--- config.mk ---
export PLATFORM = sky130hd
export DESIGN_NAME = cas_seq
export DESIGN_NICKNAME = d
export VERILOG_FILES = /design/src/rtl/cas_pkg.sv /design/src/rtl/cas_decode.sv /design/src/rtl/cas_flags.sv /design/src/rtl/cas_regfile.sv /design/src/rtl/cas_seq.sv
export SDC_FILE = /design/constraint.sdc
export NUM_CORES = 1
export LEC_CHECK = 0
export BUFFER_PORTS_ARGS = -buffer_cell sky130_fd_sc_hd__buf_2
export CAP_MARGIN = 20
export CELL_PAD_IN_SITES_DETAIL_PLACEMENT = 1
export CELL_PAD_IN_SITES_GLOBAL_PLACEMENT = 1
export CORE_MARGIN = 4
export CORE_UTILIZATION = 45
export DETAILED_ROUTE_END_ITERATION = 8
export PLACE_DENSITY = 0.84
export SLEW_MARGIN = 30
export SYNTH_ARGS = -nofsm -noshare
export SYNTH_HDL_FRONTEND = slang
export SYNTH_SLANG_ARGS = --single-unit
--- constraint.sdc ---
create_clock -name clk -period 5.5 [get_ports clk]
set_input_delay 1.1 -clock clk [delete_from_list [all_inputs] [get_ports clk]]
set_output_delay 1.1 -clock clk [all_outputs]
set_load 0.005 [all_outputs]
--- src/rtl/cas_pkg.sv ---
package cas_pkg;

  typedef enum logic [1:0] {
    SZ_BYTE = 2'd0,
    SZ_WORD = 2'd1,
    SZ_LONG = 2'd2
  } opsize_e;

  typedef enum logic [2:0] {
    ST_IDLE  = 3'd0,
    ST_CHECK = 3'd1,
    ST_READ  = 3'd2,
    ST_EVAL  = 3'd3,
    ST_WRITE = 3'd4,
    ST_FIN   = 3'd5,
    ST_TRAP  = 3'd6
  } seq_state_e;

  localparam int unsigned OPW       = 32;
  localparam logic [7:0]  TRAP_VEC  = 8'd4;
  localparam logic [7:0]  SWAP_COST = 8'd20;

  function automatic logic [OPW-1:0] size_mask(opsize_e s);
    case (s)
      SZ_BYTE: size_mask = 32'h0000_00FF;
      SZ_WORD: size_mask = 32'h0000_FFFF;
      default: size_mask = 32'hFFFF_FFFF;
    endcase
  endfunction

  function automatic logic [4:0] size_msb(opsize_e s);
    case (s)
      SZ_BYTE: size_msb = 5'd7;
      SZ_WORD: size_msb = 5'd15;
      default: size_msb = 5'd31;
    endcase
  endfunction

endpackage

--- src/rtl/cas_decode.sv ---
module cas_decode
  import cas_pkg::*;
(
  input  logic [15:0] opcode_i,
  output opsize_e     size_o,
  output logic        legal_o
);

  logic [2:0] sz_field;
  logic [2:0] ea_mode;
  logic [2:0] ea_reg;

  assign sz_field = opcode_i[11:9];
  assign ea_mode  = opcode_i[5:3];
  assign ea_reg   = opcode_i[2:0];

  always_comb begin
    case (sz_field)
      3'b101:  size_o = SZ_BYTE;
      3'b110:  size_o = SZ_WORD;
      default: size_o = SZ_LONG;
    endcase
  end

  always_comb begin
    case (ea_mode)
      3'd0, 3'd1: legal_o = 1'b0;
      3'd7:       legal_o = (ea_reg < 3'd4);
      default:    legal_o = 1'b1;
    endcase
  end

endmodule

--- src/rtl/cas_flags.sv ---
module cas_flags
  import cas_pkg::*;
(
  input  logic [OPW-1:0] lhs_i,
  input  logic [OPW-1:0] rhs_i,
  input  opsize_e        size_i,
  output logic           n_o,
  output logic           z_o,
  output logic           v_o,
  output logic           c_o,
  output logic           eq_o
);

  logic [OPW-1:0] msk;
  logic [OPW-1:0] a_m;
  logic [OPW-1:0] b_m;
  logic [OPW-1:0] diff;
  logic [4:0]     top;

  always_comb begin
    msk  = size_mask(size_i);
    top  = size_msb(size_i);
    a_m  = lhs_i & msk;
    b_m  = rhs_i & msk;
    diff = (a_m - b_m) & msk;
    n_o  = diff[top];
    z_o  = (diff == '0);
    c_o  = (b_m > a_m);
    v_o  = (a_m[top] != b_m[top]) && (diff[top] != a_m[top]);
    eq_o = (a_m == b_m);
  end

endmodule

--- src/rtl/cas_regfile.sv ---
module cas_regfile #(
  parameter int unsigned DW   = 32,
  parameter int unsigned NREG = 8,
  localparam int unsigned IW  = $clog2(NREG)
) (
  input  logic          clk,
  input  logic          rst_n,
  input  logic          we_i,
  input  logic [IW-1:0] widx_i,
  input  logic [DW-1:0] wdata_i,
  input  logic [IW-1:0] ra_idx_i,
  input  logic [IW-1:0] rb_idx_i,
  input  logic [IW-1:0] rc_idx_i,
  output logic [DW-1:0] ra_o,
  output logic [DW-1:0] rb_o,
  output logic [DW-1:0] rc_o
);

  logic [DW-1:0] regs_q [NREG];

  for (genvar g = 0; g < NREG; g++) begin : g_reg
    logic hit;
    assign hit = we_i && (widx_i == IW'(g));
    always_ff @(posedge clk or negedge rst_n) begin
      if (!rst_n) begin
        regs_q[g] <= '0;
      end else if (hit) begin
        regs_q[g] <= wdata_i;
      end
    end
  end

  assign ra_o = regs_q[ra_idx_i];
  assign rb_o = regs_q[rb_idx_i];
  assign rc_o = regs_q[rc_idx_i];

endmodule

--- src/rtl/cas_seq.sv ---
module cas_seq
  import cas_pkg::*;
#(
  parameter int unsigned AW   = 32,
  parameter int unsigned NREG = 8,
  localparam int unsigned IW  = $clog2(NREG)
) (
  input  logic          clk,
  input  logic          rst_n,
  input  logic          start_i,
  input  logic [15:0]   opcode_i,
  input  logic [15:0]   ext_i,
  input  logic [AW-1:0] addr_i,
  input  logic [4:0]    ccr_i,
  output logic          busy_o,
  output logic          done_o,
  output logic          illegal_o,
  output logic [7:0]    exc_vec_o,
  output logic [7:0]    cost_o,
  output logic [4:0]    ccr_o,
  output logic          mem_req_o,
  output logic          mem_we_o,
  output logic          mem_lock_o,
  output logic [1:0]    mem_size_o,
  output logic [AW-1:0] mem_addr_o,
  output logic [31:0]   mem_wdata_o,
  input  logic [31:0]   mem_rdata_i,
  input  logic          mem_ready_i,
  input  logic          reg_we_i,
  input  logic [IW-1:0] reg_widx_i,
  input  logic [31:0]   reg_wdata_i,
  input  logic [IW-1:0] reg_ridx_i,
  output logic [31:0]   reg_rdata_o
);

  seq_state_e     st_q, st_d;
  logic [15:0]    opc_q;
  logic [15:0]    ext_q;
  logic [AW-1:0]  addr_q;
  logic [OPW-1:0] opnd_q, opnd_d;
  logic [4:0]     ccr_q, ccr_d;
  logic           accept;
  logic           ccr_en;
  logic           opnd_en;

  opsize_e        size;
  logic           ea_ok;
  logic [OPW-1:0] msk;
  logic [IW-1:0]  dc_idx;
  logic [IW-1:0]  du_idx;
  logic [OPW-1:0] dc_val;
  logic [OPW-1:0] du_val;
  logic [OPW-1:0] merged;
  logic           f_n, f_z, f_v, f_c, f_eq;

  logic           int_we;
  logic           rf_we;
  logic [IW-1:0]  rf_widx;
  logic [OPW-1:0] rf_wdata;

  assign accept = (st_q == ST_IDLE) && start_i;
  assign dc_idx = ext_q[0 +: IW];
  assign du_idx = ext_q[6 +: IW];
  assign msk    = size_mask(size);
  assign merged = (dc_val & ~msk) | (opnd_q & msk);

  cas_decode u_decode (
    .opcode_i (opc_q),
    .size_o   (size),
    .legal_o  (ea_ok)
  );

  cas_flags u_flags (
    .lhs_i  (dc_val),
    .rhs_i  (opnd_q),
    .size_i (size),
    .n_o    (f_n),
    .z_o    (f_z),
    .v_o    (f_v),
    .c_o    (f_c),
    .eq_o   (f_eq)
  );

  // internal merge wins over the side port
  assign rf_we    = int_we | reg_we_i;
  assign rf_widx  = int_we ? dc_idx : reg_widx_i;
  assign rf_wdata = int_we ? merged : reg_wdata_i;

  cas_regfile #(
    .DW   (OPW),
    .NREG (NREG)
  ) u_regs (
    .clk      (clk),
    .rst_n    (rst_n),
    .we_i     (rf_we),
    .widx_i   (rf_widx),
    .wdata_i  (rf_wdata),
    .ra_idx_i (dc_idx),
    .rb_idx_i (du_idx),
    .rc_idx_i (reg_ridx_i),
    .ra_o     (dc_val),
    .rb_o     (du_val),
    .rc_o     (reg_rdata_o)
  );

  // next-state logic
  always_comb begin
    st_d      = st_q;
    opnd_d    = opnd_q;
    ccr_d     = ccr_q;
    ccr_en    = 1'b0;
    opnd_en   = 1'b0;
    int_we    = 1'b0;
    mem_req_o = 1'b0;
    mem_we_o  = 1'b0;
    case (st_q)
      ST_IDLE: begin
        if (start_i) begin
          st_d   = ST_CHECK;
          ccr_d  = ccr_i;
          ccr_en = 1'b1;
        end
      end
      ST_CHECK: st_d = ea_ok ? ST_READ : ST_TRAP;
      ST_READ: begin
        mem_req_o = 1'b1;
        if (mem_ready_i) begin
          opnd_d  = mem_rdata_i & msk;
          opnd_en = 1'b1;
          st_d    = ST_EVAL;
        end
      end
      ST_EVAL: begin
        ccr_d  = {ccr_q[4], f_n, f_z, f_v, f_c};
        ccr_en = 1'b1;
        if (f_eq) begin
          st_d = ST_WRITE;
        end else begin
          int_we = 1'b1;
          st_d   = ST_FIN;
        end
      end
      ST_WRITE: begin
        mem_req_o = 1'b1;
        mem_we_o  = 1'b1;
        if (mem_ready_i) st_d = ST_FIN;
      end
      ST_FIN:  st_d = ST_IDLE;
      ST_TRAP: st_d = ST_IDLE;
      default: st_d = ST_IDLE;
    endcase
  end

  // registers
  always_ff @(posedge clk or negedge rst_n) begin
    if (!rst_n) begin
      st_q <= ST_IDLE;
    end else begin
      st_q <= st_d;
    end
  end

  always_ff @(posedge clk or negedge rst_n) begin
    if (!rst_n) begin
      opc_q  <= '0;
      ext_q  <= '0;
      addr_q <= '0;
    end else if (accept) begin
      opc_q  <= opcode_i;
      ext_q  <= ext_i;
      addr_q <= addr_i;
    end
  end

  always_ff @(posedge clk or negedge rst_n) begin
    if (!rst_n) begin
      opnd_q <= '0;
    end else if (opnd_en) begin
      opnd_q <= opnd_d;
    end
  end

  always_ff @(posedge clk or negedge rst_n) begin
    if (!rst_n) begin
      ccr_q <= '0;
    end else if (ccr_en) begin
      ccr_q <= ccr_d;
    end
  end

  // outputs
  assign busy_o      = (st_q != ST_IDLE);
  assign done_o      = (st_q == ST_FIN) || (st_q == ST_TRAP);
  assign illegal_o   = (st_q == ST_TRAP);
  assign exc_vec_o   = illegal_o ? TRAP_VEC : 8'd0;
  assign cost_o      = (st_q == ST_FIN) ? SWAP_COST : 8'd0;
  assign ccr_o       = ccr_q;
  assign mem_lock_o  = (st_q == ST_READ) || (st_q == ST_EVAL) || (st_q == ST_WRITE);
  assign mem_size_o  = size;
  assign mem_addr_o  = addr_q;
  assign mem_wdata_o = du_val & msk;


  lock_covers_req_chk: assert property (@(posedge clk) disable iff (!rst_n)
    mem_req_o |-> mem_lock_o);


  req_hold_chk: assert property (@(posedge clk) disable iff (!rst_n)
    (mem_req_o && !mem_ready_i) |=> (mem_req_o && $stable(mem_addr_o) && $stable(mem_we_o)));


  done_pulse_chk: assert property (@(posedge clk) disable iff (!rst_n)
    done_o |=> !done_o);


  lock_released_chk: assert property (@(posedge clk) disable iff (!rst_n)
    done_o |-> !mem_lock_o);


  busy_hold_chk: assert property (@(posedge clk) disable iff (!rst_n)
    (busy_o && !done_o) |=> busy_o);


  eval_zero_chk: assert property (@(posedge clk) disable iff (!rst_n)
    (st_q == ST_EVAL) |-> (f_z == f_eq));


  write_after_match_chk: assert property (@(posedge clk) disable iff (!rst_n)
    (mem_req_o && mem_we_o) |-> ccr_o[2]);


  trap_quiet_chk: assert property (@(posedge clk) disable iff (!rst_n)
    illegal_o |-> ($past(!mem_req_o) && (exc_vec_o == 8'd4)));

endmodule

==> qor.txt, run 1 <==
outcome: complete, no violations
EDFF count, synth: 0
Max FO, Critical Path: 39
Synth warnings: 0
Cell variety after synth: 78
CTS sink cnt: 341
gr ovfl total: 0
port bufs: 236
Reg clk slew, reported paths: 0.06 ns
dpl hpwl: 49.38 mm
post-synthesis instance total: 1948
Placer Congestion: 0.8886
worst hold slack: 0.4852 ns
IO Pins: 269
DRC errors left: 0
DRT antenna net count: 0
1st-iter DRT viols: 1895
max-slew violation count: 0
Vias: 18370
nets: 2312
CTS buffer count: 41
CTS max path bufs: 3
CTS root buf: clkbuf_16
crit end category: flop
worst hold stages: 2
capturing point of the worst reg2reg path: u_regs.regs_q[211]
DRT met1 WL: 30.05 mm
Slew @ Worst Pin: 1.026 ns
initial antenna violation count: 5
FMAX: 190.3 MHz
Via density: 6.632
Final Hold Vio Count: 0
met2 wire len: 39.54 mm
drt wl/cell: 28.88 um
routed wire length: 79.97 mm
Rel. slew slack: 31.63%
sequential-to-total area share from yosys stat: 40.54%
min cycle time layout: 5.256 ns
Worst Skew: 0.02492 ns
dominant synthesized flop cell: dfrtp_1
Crit Path Class: flop to flop
met3 routed WL: 6.815 mm
die height: 224.3 um
Hold Path End: opnd_q[17]
#FFs+latches synth: 341
final worst path period share: 95.56%
HP Start: opnd_q[17]
ys async rst share: 100.0%
core region area: 0.04577 mm2
worst path required time: 5.90 ns
highest metal used: met5
First-pass DRT Iterations: 6
share of layout cells above drive strength 1: 32.81%
clock latency on the worst-skew pair: 0.58 ns
first-pass GRT wire length: 122.4 mm
startpoint class of the critical path: flop
R2R depth: 13
setup TNS: 0 ns
die width: 224.3 um
largest net degree at the start of global routing: 131
Initial Util: 45.99%
Post-Syn Area per Cell: 10.81 um2
die area: 0.05030 mm2
Setup violations, final: 0
maxcap violations: 0
Mapped Area: 0.02105 mm2
vias in the first global route: 19730
flop2flop setup slack: 0.24 ns
RSZ-0062 raised after global routing: no
worst hold path class: flop to flop
H-tree depth: 2
Worst Path Arrival: 5.66 ns
Area growth syn-to-layout: 16.23%
CTS tree: built
reg-to-reg startpoint: ext_q[0]
Total GRT Usage: 31.24%
quantity of hold-fixing buffers added after cts: 0
row count: 78
-- synthesized netlist by cell type, types with 7 or more instances --
cell | count | area share (%)
dfrtp_1 | 341 | 41
nand2_1 | 237 | 4.2
nor2_1 | 226 | 4.0
mux4_2 | 192 | 21
a21oi_1 | 182 | 4.3
o21ai_0 | 149 | 3.5
mux2_2 | 100 | 5.3
clkbuf_1 | 80 | 1.4
mux2i_1 | 68 | 3.2
o21ai_1 | 41 | 0.97
buf_2 | 36 | 0.86
ha_1 | 32 | 1.9
buf_1 | 23 | 0.41
inv_1 | 23 | 0.41
buf_4 | 22 | 0.78
nand2b_1 | 14 | 0.42
xnor2_1 | 13 | 0.54
nand4_1 | 11 | 0.33
nor3_1 | 10 | 0.24
nand3_1 | 9 | 0.21
a22o_1 | 8 | 0.33
o21a_1 | 8 | 0.29
xor2_1 | 8 | 0.33
o211ai_1 | 7 | 0.25
-- placed cells by master (no fill, tap or decap), types with 9 or more instances in the layout --
cell       instances
dfrtp_1          336
nand2_1          236
buf_2            234
nor2_1           223
mux4_2           192
a21oi_1          179
o21ai_0          149
mux2_2           100
mux2i_1           67
buf_4             50
clkbuf_16         43
o21ai_1           40
ha_1              32
inv_1             23
nand2b_1          13
xnor2_1           13
conb_1            13
buf_12            13
nand4_1           11
nor3_1            10
clkinv_2           9
clkbuf_8           9
-- through the flow --
stage               area [um2]  instances  setup slack (ns)  util (%)
finish                   24470       2769            0.2442     53.45
floorplan                21090       1960            0.9677         -
detailed placement       22920       2691            0.2916     50.08
CTS                      24420       2766           0.08277     53.36
global route             24470       2769           0.04466     53.45
global placement         22920       2691            0.3600     50.08
-- routing by layer --
| metal | up-vias | track usage [%] |
|---|---|---|
| met5 | - | 0 |
| met3 | 263 | 6.474 |
| met1 | 9533 | 40.35 |
| met4 | 8 | 12.87 |
| li1 | 7481 | - |
| met2 | 1080 | 51.89 |
-- worst max-delay path by stage --
stage	from	end	slack, ns
3_5_place_dp	ext_q[0]	u_regs.regs_q[129]	0.29
5_1_grt	ext_q[0]	u_regs.regs_q[211]	0.04
2_1_floorplan	ext_q[0]	ccr_o[2]	0.97
4_1_cts	ext_q[0]	u_regs.regs_q[177]	0.08
3_3_place_gp	ext_q[0]	u_regs.regs_q[142]	0.36
6_report	ext_q[0]	u_regs.regs_q[211]	0.24
-- cell families (layout without fill, tap and decap cells) --
group | after synthesis | after routing | synth area share (%)
compound gates | 451 | 451 | 12.23
flops | 341 | 341 | 40.54
simple gates | 546 | 546 | 10.79
buf+inv | 191 | 398 | 4.214
xor+xnor | 21 | 21 | 0.8738
mux | 364 | 364 | 29.34
fa+ha+maj | 33 | 33 | 1.997
other cells | 1 | 15 | 0.01782
-- state kept, by name (all words and copies together) (netlist names) --
| register | cells |
|---|---|
| opnd_q | 32 |
| st_q | 3 |
| mem_addr_o | 32 |
| ext_q | 6 |
| ccr_o | 5 |
| opc_q | 7 |
| u_regs.regs_q | 256 |
-- worst max-delay path: stages (launching register included) --
cell,delay [ns]
dfrtp_4,0.76
buf_12,0.28
buf_12,0.22
mux4_2,0.52
mux2i_1,0.39
nor2_1,0.08
ha_1,0.42
nand2_1,0.16
nor2_1,0.16
and3_1,0.21
a31o_4,0.29
buf_4,0.55
mux2i_1,0.78
o21ai_0,0.25
-- layout make-up --
type	instances	area, um2
clock buffers	55	1211
repair buffers	298	1822
diodes	2	5.005
well taps	600	750.7
clock inverters	20	289.0
flip-flops and latches	341	8547
inverters	25	93.84
fillers	4914	21310
multi-input cells	1428	11750
-- timing repair --
action / in CTS / in global routing
endpoints found under the hold margin: 0 / 0
setup buffers: 0 / 1
endpoints found under the setup margin: 0 / 132
gates resized for setup: 0 / 4
Power of run 1 is not shown: default switching activity piles up to over one toggle a cycle in this logic, so the estimate is an artifact.
==> inputs of run 2 (changes only) <==
Settings changed: ABC_AREA from default to 1, CORE_UTILIZATION 45 to 42, PLACE_DENSITY 0.84 to 0.86.
==> qor.txt, run 2 <==
max-slew violation count: 0 (unchanged)
Worst Skew: 0.01904 ns (was 0.02492 ns)
largest register by flop count: u_regs.regs_q (unchanged)
CTS max path bufs: 3 (unchanged)
Top Family by Delay on Critical Path: simple AND/OR/NAND/NOR gates (was multiplexers)
ys async rst share: 100.0% (unchanged)
CTS tree: built (unchanged)
gr ovfl total: 0 (unchanged)
clock network power share: 13.2%
Via density: 5.991 (was 6.632)
Final Hold Vio Count: 0 (unchanged)
Peak VDD IR: 0.3590 mV
drt wl/cell: 22.64 um (was 28.88 um)
IO Pins: 269 (unchanged)
routed wire length: 98.31 mm (was 79.97 mm)
cell taking the most area after synthesis: dfrtp_1 (unchanged)
Total GRT Usage: 32.44% (was 31.24%)
commonest cells in the netlist: nand2_1, o21ai_0, a21oi_1 (was dfrtp_1, nand2_1, nor2_1)
largest cells by area after synthesis: dfrtp_1, nand2_1, o21ai_0 (was dfrtp_1, mux4_2, mux2_2)
quantity of hold-fixing buffers added after cts: 0 (unchanged)
Worst path most repeated cell: nand2_1
#FFs+latches synth: 341 (unchanged)
sw frac: 54.45%
Initial Util: 42.56% (was 45.99%)
commonest non-fill, non-tap cells in the layout: nand2_1, o21ai_0, a21oi_1 (was dfrtp_1, nand2_1, buf_2)
CP Buf/Inv Count: 5 (was 3)
nets: 3788 (was 2312)
sequential-to-total area share from yosys stat: 37.11% (was 40.54%)
Slowest cell on crit path: dfrtp_4 (was mux2i_1)
FMAX: 208.7 MHz (was 190.3 MHz)
CTS sink cnt: 341 (unchanged)
core region area: 0.05403 mm2 (was 0.04577 mm2)
die width: 242.0 um (was 224.3 um)
worst path required time: 5.96 ns (was 5.90 ns)
Area growth syn-to-layout: 14.82% (was 16.23%)
post-CTS resize count: 0 (unchanged)
Crit Path Class: flop to flop (unchanged)
Worst path max stage delay: 0.44 ns (was 0.78 ns)
CTS root buf: clkbuf_16 (unchanged)
dominant synthesized flop cell: dfrtp_1 (unchanged)
maxcap violations: 0 (unchanged)
1st-iter DRT viols: 2367 (was 1895)
share of layout cells above drive strength 1: 12.41% (was 32.81%)
Placer Congestion: 0.9627 (was 0.8886)
First-pass DRT Iterations: 5 (was 6)
die area: 0.05855 mm2 (was 0.05030 mm2)
count leader, synth: nand2_1 (was dfrtp_1)
largest net degree at the start of global routing: 135 (was 131)
Post-Syn Area per Cell: 6.624 um2 (was 10.81 um2)
total power: 21.44 mW
crit end category: flop (unchanged)
worst hold path class: primary input to async pin (was flop to flop)
DRT antenna net count: 0 (unchanged)
die height: 242.0 um (was 224.3 um)
DRC errors left: 0 (unchanged)
commonest non-fill, non-tap cell in the layout: nand2_1 (was dfrtp_1)
final worst path period share: 87.14% (was 95.56%)
RSZ-0062 raised after global routing: no (unchanged)
clock latency on the worst-skew pair: 0.60 ns (was 0.58 ns)
Setup violations, final: 0 (unchanged)
row count: 85 (was 78)
Max FO, Critical Path: 48 (was 39)
post-CTS setup buffers: 0 (unchanged)
worst hold slack: 0.4218 ns (was 0.4852 ns)
dpl hpwl: 64.53 mm (was 49.38 mm)
internal power: 9.768 mW
Synth warnings: 0 (unchanged)
Worst Path Arrival: 5.25 ns (was 5.66 ns)
pre-CTS WS: 0.9434 ns (was 0.2916 ns)
initial antenna violation count: 8 (was 5)
min cycle time layout: 4.793 ns (was 5.256 ns)
register share of total power: 20.7%
CP Cell Sequence: clkinv_2 > buf_12 > a21oi_1 > o21ai_0 > nand2_1 > nand2_1 > a21oi_1 > ha_1 > nand2_2 > nor2_4 > nand2_1 > nor2_1 > nand4_2 > nand2_4 > inv_4 > or2_1 > o21ai_2 > inv_2 > nor2_4 > nand2_4 > buf_4 > o21ai_0 > nand2_1 (was buf_12 > buf_12 > mux4_2 > mux2i_1 > nor2_1 > ha_1 > nand2_1 > nor2_1 > and3_1 > a31o_4 > buf_4 > mux2i_1 > o21ai_0)
EDFF count, synth: 0 (unchanged)
CTS buffer count: 42 (was 41)
Mapped Area: 0.02299 mm2 (was 0.02105 mm2)
Cell variety after synth: 48 (was 78)
Reg clk slew, reported paths: 0.07 ns (was 0.06 ns)
Logic pwr share: 66.1%
H-tree depth: 2 (unchanged)
post-synthesis instance total: 3471 (was 1948)
setup TNS: 0 ns (unchanged)
PwrDens: 812.2 mW/mm2
Rel. slew slack: 31.29% (was 31.63%)
max reg flops: 256 (unchanged)
Synth top area share: 37.11% (was 40.54%)
Vias: 26020 (was 18370)
NetSw: 11.67 mW
placed cell count: 4262 (was 2691)
final worst slack: 0.7074 ns (was 0.2442 ns)
outcome: complete, no violations (unchanged)
startpoint class of the critical path: flop (unchanged)
vias in the first global route: 26570 (was 19730)
final cell count without fillers: 4343 (was 2769)
Fillers: 7170 (was 4914)
first-pass GRT wire length: 152.1 mm (was 122.4 mm)
Slew @ Worst Pin: 1.029 ns (was 1.026 ns)
port bufs: 236 (unchanged)
Static Leak: 13.02 nW
## run 2: changes by cell type in the layout (fill, tap and decap cells not counted), moves of 86 or more
cell | before | now
mux2_2 | 100 | 0
inv_1 | 23 | 362
nand3_1 | 8 | 108
nor2_1 | 223 | 80
nand2_1 | 236 | 1054
mux4_2 | 192 | 0
a31oi_1 | 6 | 92
o21ai_0 | 149 | 469
o21ai_1 | 40 | 155
a21oi_1 | 179 | 382
## run 2: routing by layer
| layer | vias to the layer above | track usage [%] | share of wire, % |
|---|---|---|---|
| li1 | 11720 | - | - |
| met1 | 12680 | 40.54 | 40 |
| met2 | 1245 | 52.57 | 46 |
| met3 | 363 | 6.154 | 8.0 |
| met4 | 8 | 18.92 | 6.6 |
| met5 | - | 0 | 0.051 |
## run 2: through the flow
step           instance area, um2  util, %
5_1_grt                     26400    48.86
3_3_place_gp                24990    46.26
2_1_floorplan               23040        -
3_5_place_dp                24990    46.26
4_1_cts                     26360    48.78
6_report                    26400    48.87
## run 2: cell families after synthesis
family                     count (synthesis)  share of synthesized area, %
DFF                                      341                         37.11
other                                      1                       0.01631
AOI/OAI and AO/OA                       1160                         26.76
adders and majority gates                 33                         1.828
and+or+nand+nor                         1302                         22.78
buffers and inverters                    628                         11.27
xor gates and xnor gates                   6                        0.2285
## run 2: worst paths after layout
check | start | to | slack, ns | cells after the start
max in group asynchronous | rst_n | opnd_q[13] | 3.77 | 3
min in group clk | opnd_q[21] | opnd_q[21] | 0.48 | 2
min | rst_n | u_regs.regs_q[212] | 0.42 | 1
max reg2reg | ext_q[0] | u_regs.regs_q[242] | 0.71 | 23
min reg2reg | opnd_q[21] | opnd_q[21] | 0.48 | 2
max | ext_q[0] | u_regs.regs_q[242] | 0.71 | 23
## run 2: layout make-up
class,count,area [um2],share of cell area [%]
multi-input combinational,2514,11940,45.24
inverter,373,1406,5.327
antenna,4,10.01,0.03791
clock inverter,17,168.9,0.6398
clock buffer,59,1195,4.526
timing repair buffer,339,2262,8.569
tap,696,870.8,3.299
sequential,341,8543,32.36
## run 2: power groups by stage
stage               Sequential [mW]  Combinational (mW)  Clock, mW
finish                         4.44                14.2       2.82
global route                   4.56                15.6       2.96
CTS                            4.41                13.9       2.85
detailed placement             4.42                13.7          0
global placement               4.35                13.2          0
floorplan                      4.22                9.07          0
No activity file was read; power rests on OpenSTA's default activity.
